==> src/rtl/bgp_pkg.sv <==
package bgp_pkg;

    typedef enum logic [1:0] {
        RG_ACTIVE = 2'd0,
        RG_HBLANK = 2'd1,
        RG_VBLANK = 2'd2
    } region_e;

endpackage

==> src/rtl/bgp_locator.sv <==
module bgp_locator
    import bgp_pkg::*;
#(
    parameter int HC_W     = 9,
    parameter int VC_W     = 9,
    parameter int ADDR_W   = 16,
    parameter int COLS_W   = 7,
    parameter int FB_AW    = 19,
    parameter int H_FIRST  = 22,
    parameter int H_LAST   = 277,
    parameter int V_FIRST  = 1,
    parameter int V_LAST   = 224,
    parameter int LINE_PIX = 512
) (
    input  logic [HC_W-1:0]   hcount,
    input  logic [VC_W-1:0]   vcount,
    input  logic [ADDR_W-1:0] map_base,
    input  logic [COLS_W-1:0] map_cols,
    input  logic              tile_w16,
    input  logic              tile_h16,
    output logic              active,
    output logic [2:0]        col,
    output logic [3:0]        row,
    output logic [ADDR_W-1:0] map_addr,
    output logic [FB_AW-1:0]  fb
);
    localparam int LINE_SHIFT = $clog2(LINE_PIX);

    region_e         region;
    logic [HC_W-1:0] x;
    logic [VC_W-1:0] y;
    logic [HC_W-1:0] tcol;
    logic [VC_W-1:0] trow;

    always_comb begin
        if (vcount < VC_W'(V_FIRST) || vcount > VC_W'(V_LAST))
            region = RG_VBLANK;
        else if (hcount < HC_W'(H_FIRST) || hcount > HC_W'(H_LAST))
            region = RG_HBLANK;
        else
            region = RG_ACTIVE;
    end

    always_comb begin
        x        = hcount - HC_W'(H_FIRST);
        y        = vcount - VC_W'(V_FIRST);
        tcol     = tile_w16 ? (x >> 4) : (x >> 3);
        trow     = tile_h16 ? (y >> 4) : (y >> 3);
        col      = x[2:0];
        row      = tile_h16 ? y[3:0] : {1'b0, y[2:0]};
        map_addr = map_base + ADDR_W'(tcol) + ADDR_W'(trow) * ADDR_W'(map_cols);
        fb       = FB_AW'((FB_AW'(x) + (FB_AW'(y) << LINE_SHIFT)) << 2);
        unique case (region)
            RG_ACTIVE: active = 1'b1;
            RG_HBLANK: active = 1'b0;
            RG_VBLANK: active = 1'b0;
            default:   active = 1'b0;
        endcase
    end
endmodule

==> src/rtl/bgp_plane_pick.sv <==
module bgp_plane_pick #(
    parameter int PLANE_BITS = 8
) (
    input  logic [2*PLANE_BITS-1:0]         word,
    input  logic [$clog2(PLANE_BITS)-1:0]   col,
    output logic [1:0]                      idx
);
    logic [1:0] cand [PLANE_BITS];

    for (genvar c = 0; c < PLANE_BITS; c++) begin : g_col
        assign cand[c] = {word[2*PLANE_BITS-1-c], word[PLANE_BITS-1-c]};
    end

    assign idx = cand[col];
endmodule

==> src/rtl/bgp_rgb_widen.sv <==
module bgp_rgb_widen #(
    parameter int COMP_IN  = 5,
    parameter int COMP_OUT = 8,
    parameter int NCOMP    = 3
) (
    input  logic [NCOMP*COMP_IN-1:0]  narrow,
    output logic [NCOMP*COMP_OUT-1:0] wide
);
    localparam int FILL = COMP_OUT - COMP_IN;

    for (genvar k = 0; k < NCOMP; k++) begin : g_comp
        assign wide[k*COMP_OUT +: COMP_OUT] =
            {narrow[k*COMP_IN +: COMP_IN], narrow[k*COMP_IN + COMP_IN - FILL +: FILL]};
    end
endmodule

==> src/rtl/bg_tile_pixel.sv <==
module bg_tile_pixel
    import bgp_pkg::*;
#(
    parameter int HC_W      = 9,
    parameter int VC_W      = 9,
    parameter int ADDR_W    = 16,
    parameter int COLS_W    = 7,
    parameter int PAL_AW    = 8,
    parameter int FB_AW     = 19,
    parameter int CHR_IDX_W = 10,
    parameter int PAL_BASE  = 0,
    parameter int H_FIRST   = 22,
    parameter int H_LAST    = 277,
    parameter int V_FIRST   = 1,
    parameter int V_LAST    = 224,
    parameter int LINE_PIX  = 512
) (
    input  logic              clk,
    input  logic              rst_n,
    input  logic [HC_W-1:0]   hcount,
    input  logic [VC_W-1:0]   vcount,
    input  logic [ADDR_W-1:0] map_base,
    input  logic [ADDR_W-1:0] chr_base,
    input  logic [COLS_W-1:0] map_cols,
    input  logic              tile_w16,
    input  logic              tile_h16,
    output logic [ADDR_W-1:0] map_addr,
    input  logic [15:0]       map_rdata,
    output logic [ADDR_W-1:0] chr_addr,
    input  logic [15:0]       chr_rdata,
    output logic [PAL_AW-1:0] pal_addr,
    input  logic [15:0]       pal_rdata,
    output logic              pix_valid,
    output logic [31:0]       pix_rgba,
    output logic [FB_AW-1:0]  fb_addr
);
    logic              loc_active;
    logic [2:0]        loc_col;
    logic [3:0]        loc_row;
    logic [ADDR_W-1:0] loc_map;
    logic [FB_AW-1:0]  loc_fb;

    logic              s1_v, s2_v, s3_v, s4_v;
    logic [2:0]        s1_col, s2_col, s3_col;
    logic [3:0]        s1_row, s2_row;
    logic              s1_tw, s2_tw;
    logic [FB_AW-1:0]  s1_fb, s2_fb, s3_fb, s4_fb;

    logic [CHR_IDX_W-1:0] chr_idx;
    logic [1:0]           pix_idx;
    logic [23:0]          rgb_wide;
    logic                 unused_bits;

    bgp_locator #(
        .HC_W(HC_W), .VC_W(VC_W), .ADDR_W(ADDR_W), .COLS_W(COLS_W), .FB_AW(FB_AW),
        .H_FIRST(H_FIRST), .H_LAST(H_LAST), .V_FIRST(V_FIRST), .V_LAST(V_LAST),
        .LINE_PIX(LINE_PIX)
    ) u_loc (
        .hcount(hcount), .vcount(vcount), .map_base(map_base), .map_cols(map_cols),
        .tile_w16(tile_w16), .tile_h16(tile_h16),
        .active(loc_active), .col(loc_col), .row(loc_row),
        .map_addr(loc_map), .fb(loc_fb)
    );

    // stage 1: dot classified, tile-map address presented to memory
    // stage 2: map word back, character row address formed
    // stage 3: character word back, palette address formed
    // stage 4: palette entry back, widened into the output register
    always_ff @(posedge clk or negedge rst_n) begin
        if (!rst_n) begin
            s1_v <= 1'b0; s2_v <= 1'b0; s3_v <= 1'b0; s4_v <= 1'b0;
            s1_col <= '0; s2_col <= '0; s3_col <= '0;
            s1_row <= '0; s2_row <= '0;
            s1_tw <= 1'b0; s2_tw <= 1'b0;
            s1_fb <= '0; s2_fb <= '0; s3_fb <= '0; s4_fb <= '0;
            map_addr <= '0;
        end else begin
            s1_v <= loc_active; s1_col <= loc_col; s1_row <= loc_row;
            s1_tw <= tile_w16;  s1_fb <= loc_fb;   map_addr <= loc_map;
            s2_v <= s1_v; s2_col <= s1_col; s2_row <= s1_row; s2_tw <= s1_tw; s2_fb <= s1_fb;
            s3_v <= s2_v; s3_col <= s2_col; s3_fb <= s2_fb;
            s4_v <= s3_v; s4_fb <= s3_fb;
        end
    end

    assign chr_idx  = map_rdata[CHR_IDX_W-1:0];
    assign chr_addr = chr_base
                    + (s2_tw ? ADDR_W'({chr_idx, 4'b0000}) : ADDR_W'({chr_idx, 3'b000}))
                    + ADDR_W'(s2_row);

    bgp_plane_pick #(.PLANE_BITS(8)) u_pick (
        .word(chr_rdata), .col(s3_col), .idx(pix_idx)
    );

    assign pal_addr = PAL_AW'(PAL_BASE) + PAL_AW'(pix_idx);

    bgp_rgb_widen #(.COMP_IN(5), .COMP_OUT(8), .NCOMP(3)) u_widen (
        .narrow(pal_rdata[14:0]), .wide(rgb_wide)
    );

    assign unused_bits = ^{map_rdata[15:CHR_IDX_W], pal_rdata[15]};

    always_ff @(posedge clk or negedge rst_n) begin
        if (!rst_n) begin
            pix_valid <= 1'b0;
            pix_rgba  <= '0;
            fb_addr   <= '0;
        end else begin
            pix_valid <= s4_v;
            if (s4_v) begin
                pix_rgba <= {8'hFF, rgb_wide};
                fb_addr  <= s4_fb;
            end
        end
    end
endmodule

==> config.mk <==
export PLATFORM = sky130hd
export DESIGN_NAME = bg_tile_pixel
export DESIGN_NICKNAME = d
export VERILOG_FILES = /design/src/rtl/bgp_pkg.sv /design/src/rtl/bgp_locator.sv /design/src/rtl/bgp_plane_pick.sv /design/src/rtl/bgp_rgb_widen.sv /design/src/rtl/bg_tile_pixel.sv
export SDC_FILE = /design/constraint.sdc
export NUM_CORES = 1
export LEC_CHECK = 0
export ABC_AREA = 1
export BUFFER_PORTS_ARGS = -buffer_cell sky130_fd_sc_hd__clkbuf_2
export CAP_MARGIN = 5
export CORE_MARGIN = 5
export CORE_UTILIZATION = 60
export CTS_BUF_LIST = sky130_fd_sc_hd__clkbuf_8
export CTS_CLUSTER_SIZE = 10
export DETAILED_ROUTE_END_ITERATION = 8
export PLACE_DENSITY_LB_ADDON = 0.2
export SETUP_SLACK_MARGIN = 0.4
export SLEW_MARGIN = 20
export SYNTH_ARGS = -nofsm -noshare
export SYNTH_HDL_FRONTEND = slang
export SYNTH_SLANG_ARGS = --single-unit
==> constraint.sdc <==
create_clock -name clk -period 4.65 [get_ports clk]
set_input_delay 0.6975 -clock clk [delete_from_list [all_inputs] [get_ports clk]]
set_output_delay 0.6975 -clock clk [all_outputs]
set_load 0.02 [all_outputs]
==> results.cfg <==
[outcome]
status = complete, no violations

[pwr]
p_sw_uw = 2160
p_seq_frac = 0.263
p_int_uw = 2930
clock_power_share = 0.185
pwr_density_cell_nw_per_um2 = 507
comb_power_share = 0.552
ir_worst_vdd_uv = 355
p_sw_frac = 0.424
p_leak_uw = 0.00568

[floorplan]
initial_utilization = 0.615
fp.dieH_microns = 124
dieArea_sq_um = 15400
fp.dieW_microns = 124
coreArea_sq_um = 12700
ioPinCount = 201
fp-row-count = 41

[finish]
final_layout_size_suffix_gt1_frac = 0.327
antenna_cells = 0
utilization = 0.792
final_area_sq_um = 10000
area_delta_synth_final_pct = 28.8
n_fill_cell = 862
fin_nets = 1358
stdcell_count = 1330

[sta]
worstMarginPinSlew_ns = 0.953
finalCriticalPeriod_ns = 4.27
clock_skew_ns = 0.00724
min_period_over_period = 0.919
fmaxAchievable_ghz = 0.234
max_slew_margin = 0.364
setup_violations = 0
rsz0062_at_grt = yes
hold_viol = 0
slew_violations = 0

[hold_path]
hold_path.class = primary input to asynchronous set/reset pin

[synthesis]
ys_warn_count = 0
syn_avg_cell_area_sq_um = 8.42
yosysSeqAreaShare = 0.404
synth_seq_cells = 126
synthDistinctLibCells = 28
syn_area_sq_um = 7790
netlist_instances = 926

[clock_tree]
insertion_delay_ns = 0.43
cts_htree_levels = 4
clkTransAtPathRegs_ns = 0.08
cts_root_buffer = clkbuf_8
cts_max_path_buffers = 2
hold_buffers = 0
cts_tree = built
clkSinkCount = 126
cts_buffers = 17

[worst_setup_path]
crit_fanout = 4
crit_chain = buf_12 > inv_16 > ha_4 > nand2_4 > nor2_4 > buf_6 > nor2_4 > nor2_4 > nand2_4 > nand2_4 > nor2_2 > fa_1 > fa_2 > fa_1 > inv_1 > fa_1 > inv_2 > ha_4 > nand2_4 > nor2_4 > inv_1 > nor2_2 > nor2_1 > xnor2_1
path_buf_inv = 6
crit_slowest_cell = fa_1
r2r_slack_ns = 3.27
required_ns = 4.97
critPathCaptureType = flop
critPathTopFamily = adder cells
cp.depth = 24
cp_slowest_stage_delay_ns = 0.54
ff2ff_path_depth = 3
path_class = primary input to flop
start_kind = primary input
critPathArrivalTime_ns = 4.60

[placed_design]
hpwl_microns = 13600
place.gp.congestion = 0.844
dp_cells = 1287
place.port_buffers = 185
placed_area_sq_um = 9210

[grt]
grt_max_degree = 76
antenna_found_initial = 1
grt_pass1_vias = 6364
met2_usage = 0.407
gr-usage-met1 = 0.300
grtUsageTotal = 0.234
busiest_layer = met2
grtUsageMet3 = 0.0513
grt-ovfl-total = 0
grt_pass1_wl_microns = 28100

[drt]
wl_microns = 17700
drt_pass1_iterations = 5
drc = 0
vias = 6462
dr.first_iter.drc_count = 351
viasPerCell = 4.86
post_drt_wl_per_cell_microns = 13.3
final_antenna_net_count = 0

[flow_run]
drv_cap = 0
==> state kept, by name (all words and copies together) (netlist names) <==
register   count
s2_fb         12
s2_col         2
s1_v           1
pix_valid      1
s1_tw          1
s1_col         2
s2_tw          1
s3_col         2
fb_addr       17
s1_fb         12
s4_fb         17
s3_v           1
s2_row         4
map_addr      16
s1_row         4
pix_rgba      16
s3_fb         15
s2_v           1
s4_v           1
==> routing by layer <==
layer  wire length, microns  share of wire
met1                   7430           0.42
met2                   9010           0.51
met3                   1040          0.059
met4                    264          0.015
met5                      0              0
==> area by class of cell <==
| type | instances | area (sq um) | area share |
|---|---|---|---|
| Multi-Input combinational cell | 613 | 4330 | 0.432 |
| Clock buffer | 20 | 275 | 0.0274 |
| Tap cell | 172 | 215 | 0.0214 |
| Clock inverter | 12 | 134 | 0.0133 |
| Sequential cell | 126 | 3150 | 0.314 |
| Timing Repair Buffer | 227 | 1290 | 0.129 |
| Inverter | 160 | 638 | 0.0636 |
==> path summary, 6_finish.rpt <==
| check | startpoint | to |
|---|---|---|
| max in group asynchronous | rst_n | s3_v |
| worst min-delay path | rst_n | map_addr[7] |
| min in group clk | s3_fb[5] | s4_fb[5] |
| worst max register to register | s4_v | pix_rgba[21] |
| worst max-delay path | vcount[0] | map_addr[10] |
| worst min register to register | s3_fb[5] | s4_fb[5] |
==> stage by stage <==
step           hold WS, ns  worst slack, ns  power [uW]  TNS, ns
6_report             0.292            0.376        5090        0
5_1_grt              0.321            0.216        5470        0
4_1_cts              0.286            0.397        4820        0
3_5_place_dp         0.335           -0.161        3680    -1.09
3_3_place_gp         0.332          -0.0929        3600   -0.401
2_1_floorplan        0.331            0.293        2990        0
==> power by group through the flow <==
stage / sequential [uW] / clock (uW) / combinational [uW]
final: 1340 / 941 / 2810
after global routing: 1350 / 1020 / 3100
after CTS: 1340 / 968 / 2510
after detailed placement: 1360 / 0 / 2320
after global placement: 1350 / 0 / 2250
after floorplan: 1490 / 0 / 1490
==> cells by family (layout without fill, tap and decap cells) <==
| group | after synthesis | in the layout | synth area share |
|---|---|---|---|
| AO/OA/AOI/OAI | 46 | 46 | 0.0316 |
| XOR/XNOR | 18 | 18 | 0.0202 |
| adder cells (fa/ha/maj) | 104 | 104 | 0.204 |
| buffers and inverters | 194 | 419 | 0.107 |
| flip-flops | 126 | 126 | 0.404 |
| other | 1 | 8 | 0.000481 |
| AND/OR/NAND/NOR | 437 | 437 | 0.233 |
==> synthesized netlist by cell type <==
| library cell | instances | area share |
|---|---|---|
| nand3_2 | 4 | 0.0051 |
| nor3_1 | 4 | 0.0026 |
| nor2_1 | 88 | 0.042 |
| bufinv_8 | 1 | 0.0022 |
| buf_4 | 24 | 0.023 |
| nand2_2 | 9 | 0.0072 |
| nor2_2 | 4 | 0.0032 |
| dfrtp_1 | 126 | 0.40 |
| o21ai_0 | 20 | 0.013 |
| nor2_4 | 1 | 0.0014 |
| and2_1 | 2 | 0.0016 |
| nand4_1 | 8 | 0.0064 |
| xnor2_1 | 7 | 0.0079 |
| buf_2 | 2 | 0.0013 |
| or2_2 | 4 | 0.0032 |
| clkbuf_1 | 8 | 0.0039 |
| o21ai_2 | 3 | 0.0034 |
| nand2_1 | 261 | 0.13 |
| inv_2 | 1 | 0.00048 |
| nand3_1 | 51 | 0.033 |
| fa_1 | 38 | 0.098 |
| nand3b_1 | 1 | 0.00096 |
| a21oi_1 | 21 | 0.013 |
| inv_1 | 158 | 0.076 |
| ha_1 | 66 | 0.11 |
| xor2_1 | 11 | 0.012 |
| o21bai_1 | 2 | 0.0019 |
| conb_1 | 1 | 0.00048 |
==> layout by cell type (no fill, tap or decap), types with 6 or more instances in the layout <==
| cell type | n |
|---|---|
| xor2_1 | 10 |
| buf_4 | 37 |
| nor2_2 | 11 |
| nand3_1 | 39 |
| nand2_4 | 16 |
| nor2_4 | 15 |
| inv_1 | 146 |
| xnor2_1 | 6 |
| ha_1 | 58 |
| ha_4 | 7 |
| nand3_2 | 13 |
| clkbuf_8 | 20 |
| inv_2 | 12 |
| fa_1 | 34 |
| a21oi_1 | 18 |
| nand2_2 | 22 |
| buf_6 | 6 |
| conb_1 | 8 |
| clkbuf_2 | 182 |
| dfrtp_1 | 126 |
| nor2_1 | 67 |
| o21ai_0 | 19 |
| nand2_1 | 232 |
| nand4_1 | 8 |
==> what timing repair did <==
item | CTS | global route
buffers inserted | 7 | 4
pin swaps | 35 | 26
endpoints found under the setup margin | 10 | 10
resized for setup | 45 | 49
gates cloned | 0 | 0
Power figures use the tool's default switching activity.
